`config.mk`:
```
export PLATFORM = sky130hd
export DESIGN_NAME = quad_flag_bus
export DESIGN_NICKNAME = d
export VERILOG_FILES = /design/src/rtl/qfb_pkg.sv /design/src/rtl/qfb_cfg_latch.sv /design/src/rtl/qfb_slice_mux.sv /design/src/rtl/qfb_quad_sel.sv /design/src/rtl/qfb_disc_flag.sv /design/src/rtl/quad_flag_bus.sv
export SDC_FILE = /design/constraint.sdc
export NUM_CORES = 1
export LEC_CHECK = 0
export BUFFER_PORTS_ARGS = -buffer_cell sky130_fd_sc_hd__buf_2
export CORE_ASPECT_RATIO = 2
export CORE_MARGIN = 1
export CORE_UTILIZATION = 45
export CTS_CLUSTER_DIAMETER = 80
export DETAILED_ROUTE_END_ITERATION = 10
export GPL_TIMING_DRIVEN = 0
export PLACE_DENSITY = 0.86
export SYNTH_ARGS = -nofsm -noshare
export SYNTH_HDL_FRONTEND = slang
export SYNTH_SLANG_ARGS = --single-unit
```
`constraint.sdc`:
```
create_clock -name clk -period 2.6 [get_ports clk]
set_clock_uncertainty 0.2 [all_clocks]
set_input_delay 0.52 -clock clk [delete_from_list [all_inputs] [get_ports clk]]
set_output_delay 0.52 -clock clk [all_outputs]
set_load 0.05 [all_outputs]
```
`src/rtl/qfb_pkg.sv`:
```
`timescale 1ns/1ps
package qfb_pkg;

  typedef enum logic {SEL_DIRECT = 1'b0, SEL_POLL = 1'b1} sel_mode_e;
  typedef enum logic {SRC_AE = 1'b0, SRC_PR = 1'b1} flag_src_e;

  // Next quadrant in the polled rotation, wrapping at the quadrant count.
  function automatic int unsigned next_quad(input int unsigned cur, input int unsigned nquads);
    if (cur + 1 >= nquads) return 0;
    return cur + 1;
  endfunction

  // Bit position of a queue's flag within the full status vector.
  function automatic int unsigned queue_pos(input int unsigned quad, input int unsigned lane,
                                            input int unsigned per_quad);
    return quad * per_quad + lane;
  endfunction

endpackage

```
`src/rtl/qfb_cfg_latch.sv`:
```
`timescale 1ns/1ps
module qfb_cfg_latch
  import qfb_pkg::*;
(
  input  logic      clk,
  input  logic      rst_n,
  input  logic      cfg_poll_i,
  input  logic      cfg_pkt_i,
  output sel_mode_e mode_o,
  output flag_src_e src_o
);
  sel_mode_e mode_q;
  flag_src_e src_q;

  // Options follow their inputs only while reset is held.
  always_ff @(posedge clk) begin
    if (!rst_n) begin
      mode_q <= cfg_poll_i ? SEL_POLL : SEL_DIRECT;
      src_q  <= cfg_pkt_i  ? SRC_PR   : SRC_AE;
    end
  end

  assign mode_o = mode_q;
  assign src_o  = src_q;
endmodule

```
`src/rtl/qfb_slice_mux.sv`:
```
`timescale 1ns/1ps
module qfb_slice_mux #(
  parameter int unsigned NUM_QUADS = 4,
  parameter int unsigned PER_QUAD  = 8,
  localparam int unsigned NQ     = NUM_QUADS * PER_QUAD,
  localparam int unsigned QSEL_W = (NUM_QUADS > 1) ? $clog2(NUM_QUADS) : 1
) (
  input  logic [NQ-1:0]       flags_i,
  input  logic [QSEL_W-1:0]   quad_i,
  output logic [PER_QUAD-1:0] slice_o
);
  logic [PER_QUAD-1:0] slices [NUM_QUADS];

  for (genvar g = 0; g < NUM_QUADS; g++) begin : g_quad
    for (genvar b = 0; b < PER_QUAD; b++) begin : g_lane
      assign slices[g][b] = flags_i[qfb_pkg::queue_pos(g, b, PER_QUAD)];
    end
  end

  always_comb begin
    slice_o = '0;
    for (int q = 0; q < NUM_QUADS; q++) begin
      if (int'(quad_i) == q) slice_o = slices[q];
    end
  end
endmodule

```
`src/rtl/qfb_quad_sel.sv`:
```
`timescale 1ns/1ps
module qfb_quad_sel
  import qfb_pkg::*;
#(
  parameter int unsigned NUM_QUADS = 4,
  localparam int unsigned QSEL_W = (NUM_QUADS > 1) ? $clog2(NUM_QUADS) : 1
) (
  input  logic              clk,
  input  logic              rst_n,
  input  sel_mode_e         mode_i,
  input  logic              strobe_i,
  input  logic [QSEL_W-1:0] addr_i,
  output logic              load_o,
  output logic [QSEL_W-1:0] quad_o
);
  logic [QSEL_W-1:0] ptr_q;

  // The poll pointer names the quadrant to show at the coming edge.
  always_ff @(posedge clk) begin
    if (!rst_n) begin
      ptr_q <= '0;
    end else if (mode_i == SEL_POLL) begin
      ptr_q <= QSEL_W'(next_quad(int'(ptr_q), NUM_QUADS));
    end
  end

  always_comb begin
    if (mode_i == SEL_POLL) begin
      load_o = 1'b1;
      quad_o = ptr_q;
    end else begin
      load_o = strobe_i;
      quad_o = addr_i;
    end
  end
endmodule

```
`src/rtl/qfb_disc_flag.sv`:
```
`timescale 1ns/1ps
module qfb_disc_flag #(
  parameter int unsigned NQ = 32,
  localparam int unsigned QIDX_W = (NQ > 1) ? $clog2(NQ) : 1
) (
  input  logic              clk,
  input  logic              rst_n,
  input  logic [NQ-1:0]     ae_i,
  input  logic [QIDX_W-1:0] rd_q_i,
  output logic              ae_n_o
);
  logic sel_ae;

  always_comb begin
    sel_ae = 1'b0;
    for (int i = 0; i < NQ; i++) begin
      if (int'(rd_q_i) == i) sel_ae = ae_i[i];
    end
  end

  always_ff @(posedge clk) begin
    if (!rst_n) ae_n_o <= 1'b1;
    else        ae_n_o <= ~sel_ae;
  end
endmodule

```
`src/rtl/quad_flag_bus.sv`:
```
`timescale 1ns/1ps
module quad_flag_bus
  import qfb_pkg::*;
#(
  parameter int unsigned NUM_QUADS       = 4,
  parameter int unsigned QUEUES_PER_QUAD = 8,
  localparam int unsigned NQ     = NUM_QUADS * QUEUES_PER_QUAD,
  localparam int unsigned QSEL_W = (NUM_QUADS > 1) ? $clog2(NUM_QUADS) : 1,
  localparam int unsigned QIDX_W = (NQ > 1) ? $clog2(NQ) : 1
) (
  input  logic                       clk,
  input  logic                       rst_n,
  input  logic                       cfg_poll_i,
  input  logic                       cfg_pkt_i,
  input  logic [NQ-1:0]              ae_flags_i,
  input  logic [NQ-1:0]              pr_flags_i,
  input  logic                       strobe_i,
  input  logic [QSEL_W-1:0]          quad_addr_i,
  input  logic [QIDX_W-1:0]          rd_queue_i,
  input  logic                       bus_en_i,
  output logic [QUEUES_PER_QUAD-1:0] flag_bus_n_o,
  output logic [QSEL_W-1:0]          quad_idx_o,
  output logic                       bus_oe_o,
  output logic                       rd_ae_n_o
);
  sel_mode_e                  mode;
  flag_src_e                  src;
  logic                       poll_mode;
  logic                       upd_evt;
  logic [QSEL_W-1:0]          show_quad;
  logic [NQ-1:0]              src_flags;
  logic [QUEUES_PER_QUAD-1:0] slice;

  qfb_cfg_latch u_cfg (
    .clk        (clk),
    .rst_n      (rst_n),
    .cfg_poll_i (cfg_poll_i),
    .cfg_pkt_i  (cfg_pkt_i),
    .mode_o     (mode),
    .src_o      (src)
  );

  assign poll_mode = (mode == SEL_POLL);
  assign src_flags = (src == SRC_PR) ? pr_flags_i : ae_flags_i;

  qfb_quad_sel #(.NUM_QUADS(NUM_QUADS)) u_sel (
    .clk      (clk),
    .rst_n    (rst_n),
    .mode_i   (mode),
    .strobe_i (strobe_i),
    .addr_i   (quad_addr_i),
    .load_o   (upd_evt),
    .quad_o   (show_quad)
  );

  qfb_slice_mux #(.NUM_QUADS(NUM_QUADS), .PER_QUAD(QUEUES_PER_QUAD)) u_mux (
    .flags_i (src_flags),
    .quad_i  (show_quad),
    .slice_o (slice)
  );

  always_ff @(posedge clk) begin
    if (!rst_n) begin
      flag_bus_n_o <= '1;
      quad_idx_o   <= '0;
      bus_oe_o     <= 1'b0;
    end else begin
      bus_oe_o <= bus_en_i;
      if (upd_evt) begin
        flag_bus_n_o <= ~slice;
        quad_idx_o   <= show_quad;
      end
    end
  end

  qfb_disc_flag #(.NQ(NQ)) u_disc (
    .clk    (clk),
    .rst_n  (rst_n),
    .ae_i   (ae_flags_i),
    .rd_q_i (rd_queue_i),
    .ae_n_o (rd_ae_n_o)
  );
endmodule

```
Word-level counts from Yosys, hierarchy flattened
Index checks and enable logic that the tools add are counted.

cells by class
  reduce and logical (&&, ||, !) cells = 2
  add/subtract/negate cells = 1
  muxes and demuxes = 45
  order comparisons = 1
  bitwise operators = 2
  equal/unequal tests = 34

operators with widths
  operator               count
  $eq A5 B5 Y1 const B   16
  $eq A5 B4 Y1 const B   8
  $mux W1                38
  $mux W32               1
  $mux W8                4
  $eq A5 B3 Y1 const B   4
  $eq A5 B2 Y1 const B   2
  $not A8 Y8             1
  $eq A5 B1 Y1 const B   1
  $logic_not A5 Y1       1
  $eq A2 B2 Y1 const B   2
  $mux W2                2
  $add A2 B1 Y3 const B  1
  $ge A3 B3 Y1 const B   1
  $eq A2 B1 Y1 const B   1
  $logic_not A2 Y1       1
  $not A1 Y1             1

word-level totals
  output and inout port bits = 12
  input port bits = 77
  flip-flop bits (word level) = 16
  word-level logic and storage cells = 92

Longest topological paths before layout
Gate-level depths: netlist of run 1.

  depth after elaboration = 34
  gate-level depth with buffers = 8
  mapped depth without buffers = 6

Modules after synthesis
From an unflattened synthesis of run 1, not the netlist that was laid out.

unflattened totals
  cells, all modules = 173
  area, all modules = 1816.7 um2

modules (own cells, without submodules)
  module         area each (um2)  seq. area each (um2)  cells an instance  times used
  quad_flag_bus  943.4            220.2                 79                 1
  qfb_disc_flag  489.2            20.0                  70                 1
  qfb_slice_mux  196.4            0.0                   10                 1
  qfb_quad_sel   123.9            40.0                  11                 1
  qfb_cfg_latch  63.8             60.1                  3                  1

Worst setup path after synthesis of run 1
Ideal clock, no wire load.

  path type = flip-flop to flip-flop
  start point = reg u_cfg.mode_q (netlist: u_cfg.mode_o)
  end point = reg flag_bus_n_o[7]
  path slack = 540 ps
  period minus slack after synthesis = 2060 ps
  data required time = 2333 ps
  library setup time = 67 ps
  stages on the path, launching flop included = 6
  arrival time = 1793 ps
  path buffers = 1
  path through = edfxtp_1 -> buf_6 -> mux2i_2 -> mux4_1 -> mux2_2 -> o21ai_2

on the way
  word-level cells in the longest chain between the ends = 7
  elaborated cells between the ends (all ways) = 11
  those cells by class = 3 x eq/ne; 6 x mux; 1 x bitwise; 1 x reduce/logical

ends and longest elaborated chain
  item                      line                 text
  start: declaration        qfb_cfg_latch.sv:12  sel_mode_e mode_q;
  start signal: assignment  qfb_cfg_latch.sv:18  mode_q <= cfg_poll_i ? SEL_POLL : SEL_DIRECT;
  $mux W2                   qfb_quad_sel.sv:28   if (mode_i == SEL_POLL) begin
  $logic_not A2 Y1          qfb_slice_mux.sv:23  if (int'(quad_i) == q) slice_o = slices[q];
  $mux W8 (4 in series)     qfb_slice_mux.sv:23
  $not A8 Y8                quad_flag_bus.sv:70  flag_bus_n_o <= ~slice;
  end signal: assignment    quad_flag_bus.sv:70
  end: declaration          quad_flag_bus.sv:21  output logic [QUEUES_PER_QUAD-1:0] flag_bus_n_o,

Several ways; a longest one is shown, not always the timed one.
A chain may end at the register's enable or synchronous reset.

Worst setup path in the final report of run 1
  start point = reg u_cfg.mode_q (netlist: u_cfg.mode_o)
  end point = reg flag_bus_n_o[4]

The elaborated chain is that of the path after synthesis.

==> key figures, run 1 <==
Layout
  – Number of diodes: 0
  – Fillcell total: 318
  – Synth-to-Final Area Change: 33.2%
  – Post-route cell area: 2090 µm²
  – Share of final-layout standard cells stronger than drive strength 1: 0.524
  – Cell Count, Final, Fillers Out: 280
  – Share of the core filled with cells in the final layout: 0.625
  – Number of nets in the layout: around 330

Drt
  – Post-DR wirelength/cell: 18.9 µm
  – Pre-antenna DRT Iters: 7
  – Average vias per placed instance: 6.33
  – Sum of routed wire length over all layers: 5300 µm
  – Number of DRC markers in iteration 0: 81
  – Number of nets with antenna violations after routing: 0
  – Final routed DRC violation total: 4
  – Vias: 1773

Synth
  – Flip-flop cell with the highest count after synthesis: sky130_fd_sc_hd__dfxtp_1
  – Main combinational cell family by area after synthesis: multiplexers
  – Post-synth cell types: 46
  – Area of the mapped netlist: 1570 µm²
  – Count of mapped cells out of synthesis: between 150 and 200
  – XOR/XNOR Fraction of Synth Area: 0.00559
  – Count of flip-flops with a built-in enable after synthesis: 2
  – Yosys top cell by area: sky130_fd_sc_hd__mux4_2
  – Post-Synthesis Net Count: 235
  – Post-synthesis sequential area ratio: 0.217
  – Post-synthesis share of cell area spent on and, or, nand and nor gates: 0.149
  – Count of state elements after synthesis: 16
  – Mean instance size in the synthesized netlist: 9.99 µm²
  – Area contributors post-synth: sky130_fd_sc_hd__mux4_2 (23%), sky130_fd_sc_hd__dfxtp_1 (18%), sky130_fd_sc_hd__mux2_2 (6.5%), sky130_fd_sc_hd__o21ai_0 (5.1%), sky130_fd_sc_hd__edfxtp_1 (3.8%)
  – Mux contribution to synthesized area: 0.358
  – Number of warnings printed during yosys synthesis: 0
  – Complex-gate fraction of the synthesized area: 0.196
  – Async SR Flop Fraction: 0
  – Most numerous cell types in the synthesized netlist: sky130_fd_sc_hd__mux4_2 (16), sky130_fd_sc_hd__o21ai_0 (16), sky130_fd_sc_hd__dfxtp_1 (14)
  – Share of the synthesized area in the top cell type: 0.230
  – Adder-cell area share of the yosys netlist: 0.00798

Critical path
  – Setup CP Type: flip-flop to flip-flop
  – Arrival time at the worst endpoint: approximately 2.4 ns
  – Delay contributed by the slowest stage of the critical path: 0.47 ns
  – Required time at the endpoint of the critical path: 2.57 ns
  – Critical Path Sink Type: flip-flop
  – Worst-path maximum fanout: 10
  – Startpoint Class: flip-flop
  – Master of the slowest instance on the critical path: sky130_fd_sc_hd__mux2i_2
  – Critical Path, Cell by Cell: buf_6, mux2i_2, buf_4, mux4_2, mux2_2, o21ai_0

Clocking
  – Post-CTS Hold Buffers: 0
  – Clock Root Buffer: sky130_fd_sc_hd__clkbuf_8
  – TritonCTS clock tree: done
  – Clock latency reported for the late side of the worst-skew pair: between 0.2 and 0.3 ns
  – Worst-case clock buffer depth: 2
  – Number of sinks on the clock net: 16
  – H-tree levels: 1
  – Clock-pin slew reported for the worst setup and hold paths after clock tree synthesis: 0.06 ns
  – Number of buffers inserted to repair setup after CTS: 0
  – Number of cells upsized or downsized after cts: 0
  – Number of clock buffers inserted by TritonCTS: 3

Status
  – Result of the run: finished with violations
  – Violations in the final reports: DRC

Die
  – Die Wd: 43.7 µm
  – Number of top-level pins: 89
  – Area of the die: between 3000 and 4000 µm²
  – Cell Rows: 30
  – Area of the core region: 3340 µm²
  – Starting density of the core: 0.469
  – Die Height: 85.5 µm

Timing
  – Final hold violation count: 0
  – Min Clock Period, post-route: 2.39 ns
  – Achievable frequency: 0.418 GHz
  – Tcrit/Tclk final: 0.920
  – Max_slew headroom: 0.490
  – Final setup vio count: 0
  – Tightest Pin Transition: 0.750 ns
  – Max Slew Vio Count: 0
  – Unrepaired setup endpoints after global routing: no
  – Aggregate negative setup slack: 0 ns

Hold path
  – Worst min path class: input pin to flip-flop

Global route
  – Number of antenna violations at the first check in global routing: 0
  – GRT Util Overall: 0.283
  – Largest net degree at the start of global routing: 12
  – Vias in the first global route: 1791
  – First-pass GRT wire length: 7810 µm
  – GRT overflow: 0

Power and ir drop
  – Leakage power figure: 0.000946 µW
  – Cell Pwr Density: 434 nW/µm²
  – Peak ir drop on the vdd network: 229 µV

Run
  – Max-cap violations: 0

Place
  – Post-Place Cell Area: 2040 µm²
  – Global placer's final weighted congestion: 0.953
  – HPWL after DPL: 4350 µm
  – Port Buffers: 87
  – Number of placed cells counting well taps: roughly 280
-- kinds of logic (layout without fill, tap and decap cells) --
| family | Yosys count | in the layout |
|---|---|---|
| XOR/XNOR | 1 | 1 |
| AND/OR/NAND/NOR | 42 | 42 |
| flip-flops | 16 | 16 |
| adder cells (fa/ha/maj) | 1 | 1 |
| multiplexers | 31 | 31 |
| AO/OA/AOI/OAI | 49 | 49 |
| buffers and inverters | 17 | 108 |
-- layout make-up --
class,instances,area (µm²),area share
clock buffers,4,45.0,0.0216
multi-input cells,124,1120,0.539
repair buffers,87,435,0.209
plain buffers,13,87.6,0.0419
inverters,4,15.0,0.00719
flip-flops and latches,16,340,0.163
well taps,32,40.0,0.0192
-- worst max-delay path: cells and delay by family (launching register included) --
family / cells / cell delay (ns)
multiplexers: 3 / 1.10
flip-flops: 1 / 0.38
AO/OA/AOI/OAI: 1 / 0.16
buffers and inverters: 2 / 0.46
-- final timing paths --
check / startpoint / to / slack (ns) / cells after the start
min reg2reg: flag_bus_n_o[7]$_SDFFE_PN1P_ / flag_bus_n_o[7]$_SDFFE_PN1P_ / 0.27 / 2
min: cfg_pkt_i / u_cfg.src_o$_DFFE_PN_ / 0.26 / 1
max: u_cfg.mode_o$_DFFE_PN_ / flag_bus_n_o[4]$_SDFFE_PN1P_ / 0.21 / 6
max reg2reg: u_cfg.mode_o$_DFFE_PN_ / flag_bus_n_o[4]$_SDFFE_PN1P_ / 0.21 / 6
-- where the power goes --
group | total (µW) | internal [µW] | switching [µW]
combinational | 427 | 192 | 234
clock | 186 | 108 | 77.8
sequential | 293 | 278 | 14.9
-- flip-flops by register name, summed over array words and instances, names as in the netlist --
| register | count |
|---|---|
| bus_oe_o | 1 |
| flag_bus_n_o | 8 |
| quad_idx_o | 2 |
| u_cfg.mode_o | 1 |
| u_cfg.src_o | 1 |
| u_disc.ae_n_o | 1 |
| u_sel.ptr_q | 2 |
-- layout by cell type (no fill, tap or decap), drive strengths merged, types with 4 or more instances in the layout --
cell,count
mux2,9
nor2,11
clkbuf,6
inv,4
buf,98
nor2b,4
o21ai,17
nand2,5
a21oi,11
nand2b,4
dfxtp,14
mux4,18
mux2i,4
-- per-layer routing --
metal  track usage  wire [µm]  share of wire  vias to the layer above
li1              -          -              -                      805
met1         0.254       1660           0.31                      852
met2         0.535       3090           0.58                       90
met3        0.0213        255          0.048                       26
met4         0.216        299          0.056                        0
met5             0          0              0                        -
-- through the flow --
step                power, µW  setup slack (ns)  hold slack, ns
CTS                       902             0.228           0.256
global route              938             0.147           0.256
floorplan                 581             0.540           0.306
global placement          712             0.223           0.248
finish                    906             0.209           0.259
detailed placement        719             0.168           0.254
Note: power is estimated with default switching activity, not from simulation.
==> run 2, diff against run 1 <==
--- a/config.mk
+++ b/config.mk
@@ -8,11 +8,11 @@
 export BUFFER_PORTS_ARGS = -buffer_cell sky130_fd_sc_hd__buf_2
 export CORE_ASPECT_RATIO = 2
 export CORE_MARGIN = 1
-export CORE_UTILIZATION = 45
+export CORE_UTILIZATION = 40
 export CTS_CLUSTER_DIAMETER = 80
 export DETAILED_ROUTE_END_ITERATION = 10
 export GPL_TIMING_DRIVEN = 0
-export PLACE_DENSITY = 0.86
+export PLACE_DENSITY = 0.78
 export SYNTH_ARGS = -nofsm -noshare
 export SYNTH_HDL_FRONTEND = slang
 export SYNTH_SLANG_ARGS = --single-unit
==> constraint.sdc (replaced) <==
create_clock -name clk -period 3.05 [get_ports clk]
set_clock_uncertainty 0.2 [all_clocks]
set_input_delay 0.61 -clock clk [delete_from_list [all_inputs] [get_ports clk]]
set_output_delay 0.61 -clock clk [all_outputs]
set_load 0.05 [all_outputs]
==> run 2 against run 1 <==
The flow now finishes without violations. Register-to-register slack improved by 0.38 ns. Combinational power down 16%. First-iteration DRC count shrank 21%. Final cell count up 5.7%. Critical path type unchanged. Largest cell class unchanged. Highest routed layer unchanged.
==> key figures, run 2 (synthesis gave the netlist of run 1 again) <==
Critical path
  – Worst setup slack for register-to-register paths: 0.59 ns (+0.38 ns)
  – Reg2reg end: flag_bus_n_o[1]$_SDFFE_PN1P_
  – Master of the slowest instance on the critical path: sky130_fd_sc_hd__mux2i_2
  – Worst R2R Path Depth: 6 (unchanged)
  – Startpoint Class: flip-flop
  – Arrival time at the worst endpoint: 2.42 ns (+0.06 ns)
  – Number of cells on the critical path: 6 (unchanged)
  – Worst-path maximum fanout: 10 (unchanged)
  – Critical Path, Cell by Cell: buf_6, mux2i_2, buf_4, mux4_2, mux2_2, o21ai_0
  – Worst Path Buf+Inv: 2 (unchanged)
  – Critical path endpoint: flag_bus_n_o[1]$_SDFFE_PN1P_
  – Critical Path Sink Type: flip-flop
  – Startpoint of the lowest-slack register-to-register path: u_cfg.mode_o$_DFFE_PN_
  – Required time at the endpoint of the critical path: 3.01 ns (+0.44 ns)
  – Cell class contributing the biggest share of worst-path delay: multiplexers
  – Delay contributed by the slowest stage of the critical path: 0.53 ns (+0.06 ns)
  – Critical path launch point: u_cfg.mode_o$_DFFE_PN_
  – Setup CP Type: flip-flop to flip-flop

Drt
  – Post-DR wirelength/cell: 17.3 µm (-8.5%)
  – Final routed DRC violation total: 0 (-4)
  – Average vias per placed instance: 5.78 (-8.7%)
  – Sum of routed wire length over all layers: 5120 µm (-3.3%)
  – Number of nets with antenna violations after routing: 0 (unchanged)
  – Pre-antenna DRT Iters: 4 (-3)
  – Vias: 1711 (-3.5%)
  – Number of DRC markers in iteration 0: 64 (-21%)

Layout
  – Number of diodes: 0 (unchanged)
  – Max FFs per register: 8 (unchanged)
  – Synth-to-Final Area Change: 34.3%
  – Leading cell type in the layout, fill and taps excluded: sky130_fd_sc_hd__buf_2
  – Number of nets in the layout: 327 (unchanged)
  – Share of final-layout standard cells stronger than drive strength 1: 0.526 (+0.00212)
  – Fillcell total: 356 (+12%)
  – Largest registers in the final layout: flag_bus_n_o x8, quad_idx_o x2, u_sel.ptr_q x2
  – Register containing the most flip-flops in the final layout: flag_bus_n_o
  – Most frequent cells in the layout: sky130_fd_sc_hd__buf_2 (91), sky130_fd_sc_hd__mux4_2 (16), sky130_fd_sc_hd__o21ai_0 (16)

Clocking
  – Clock latency reported for the late side of the worst-skew pair: 0.24 ns (about the same)
  – Post-CTS Hold Buffers: 0 (unchanged)
  – Worst-case clock buffer depth: 2 (unchanged)
  – Number of cells upsized or downsized after cts: 0 (unchanged)
  – TritonCTS clock tree: done
  – Number of buffers inserted to repair setup after CTS: 0 (unchanged)
  – Number of sinks on the clock net: 16 (unchanged)
  – Clock Root Buffer: sky130_fd_sc_hd__clkbuf_8
  – Clock-pin slew reported for the worst setup and hold paths after clock tree synthesis: 0.05 ns (about the same)
  – H-tree levels: 1 (unchanged)
  – Number of clock buffers inserted by TritonCTS: 3 (unchanged)

Global route
  – Vias in the first global route: 1766 (-1.4%)
  – GRT Util Overall: 0.263 (-0.0198)
  – Number of antenna violations at the first check in global routing: 0 (unchanged)
  – Largest net degree at the start of global routing: 12 (unchanged)
  – First-pass GRT wire length: 8030 µm (+2.8%)
  – GRT overflow: 0 (unchanged)

Place
  – Global placer's final weighted congestion: 0.965 (+1.3%)
  – Port Buffers: 87 (unchanged)
  – HPWL after DPL: 4350 µm (about the same)

Timing
  – Max_slew headroom: 0.490 (about the same)
  – Achievable frequency: 0.407 GHz (-2.7%)
  – Final setup vio count: 0 (unchanged)
  – Aggregate negative setup slack: 0 ns (unchanged)
  – Worst hold slack: 0.261 ns (+0.00234 ns)
  – Tightest Pin Transition: 0.750 ns (-0.000118 ns)
  – Max Slew Vio Count: 0 (unchanged)
  – Min Clock Period, post-route: 2.46 ns (+0.0659 ns)
  – Unrepaired setup endpoints after global routing: no
  – Final hold violation count: 0 (unchanged)
  – Tcrit/Tclk final: 0.805 (-0.114)

Die
  – Starting density of the core: 0.425 (-0.0438)
  – Area of the core region: 3680 µm² (+10%)
  – Die Wd: 46.3 µm (+5.8%)
  – Number of top-level pins: 89 (unchanged)
  – Area of the die: 4190 µm² (+12%)
  – Die Height: 90.5 µm (+5.9%)
  – Cell Rows: 31 (+3.3%)

Run
  – Max-cap violations: 0 (unchanged)

Status
  – Result of the run: finished clean

Power and ir drop
  – Cell Pwr Density: 359 nW/µm² (-17%)
  – Leakage power figure: 0.000945 µW (-0.12%)
  – Peak ir drop on the vdd network: 189 µV (-17%)

Hold path
  – Worst min path class: flip-flop to flip-flop
==> run 2: cell count changes in the layout (fill, tap and decap cells not counted) <==
cell and delta:
sky130_fd_sc_hd__clkbuf_1 -1
==> run 2: per-layer routing <==
metal | up-vias | track usage | share of wire | wire (µm)
met5 | - | 0 | 0 | 0
met4 | 0 | 0.147 | 0.054 | 279
met3 | 22 | 0.0220 | 0.042 | 216
met2 | 78 | 0.480 | 0.58 | 2990
met1 | 801 | 0.262 | 0.32 | 1630
li1 | 810 | - | - | -
==> run 2: through the flow <==
step           cell area (µm²)  instances  utilization  worst slack [ns]  total power [µW]
2_1_floorplan             1570        157            -             0.906               495
3_3_place_gp              2060        293        0.560             0.524               607
3_5_place_dp              2060        293        0.560             0.455               611
4_1_cts                   2110        296        0.571             0.609               758
5_1_grt                   2110        296        0.571             0.541               796
6_report                  2110        296        0.571             0.593               756
==> run 2: area by class of cell <==
cell class	instances	area (µm²)	share of cell area
inverter	4	15.0	0.00713
timing repair buffer	87	435	0.207
multi-input combinational	124	1120	0.534
sequential	16	340	0.162
clock buffer	3	41.3	0.0196
tap	49	61.3	0.0291
buffer	13	87.6	0.0416
==> run 2: worst min path at each step <==
| stage | start | cells past startpoint | end |
|---|---|---|---|
| 4_1_cts | flag_bus_n_o[5]$_SDFFE_PN1P_ | 2 | flag_bus_n_o[5]$_SDFFE_PN1P_ |
| 6_report | flag_bus_n_o[5]$_SDFFE_PN1P_ | 2 | flag_bus_n_o[5]$_SDFFE_PN1P_ |
| 3_5_place_dp | flag_bus_n_o[5]$_SDFFE_PN1P_ | 2 | flag_bus_n_o[5]$_SDFFE_PN1P_ |
| 5_1_grt | flag_bus_n_o[5]$_SDFFE_PN1P_ | 2 | flag_bus_n_o[5]$_SDFFE_PN1P_ |
| 3_3_place_gp | flag_bus_n_o[7]$_SDFFE_PN1P_ | 2 | flag_bus_n_o[7]$_SDFFE_PN1P_ |
| 2_1_floorplan | u_sel.ptr_q[1]$_SDFFE_PN0P_ | 2 | u_sel.ptr_q[1]$_SDFFE_PN0P_ |
==> run 2: power breakdown <==
group | internal (µW) | switching, µW
Combinational | 164 | 196
Sequential | 237 | 12.1
Clock | 87.1 | 59.8
==> run 2: worst reg2reg max path, stage by stage, from the launching register on <==
cell                       delay, ns
sky130_fd_sc_hd__edfxtp_1       0.38
sky130_fd_sc_hd__buf_6          0.15
sky130_fd_sc_hd__mux2i_2        0.53
sky130_fd_sc_hd__buf_4          0.33
sky130_fd_sc_hd__mux4_2         0.35
sky130_fd_sc_hd__mux2_2         0.28
sky130_fd_sc_hd__o21ai_0        0.16
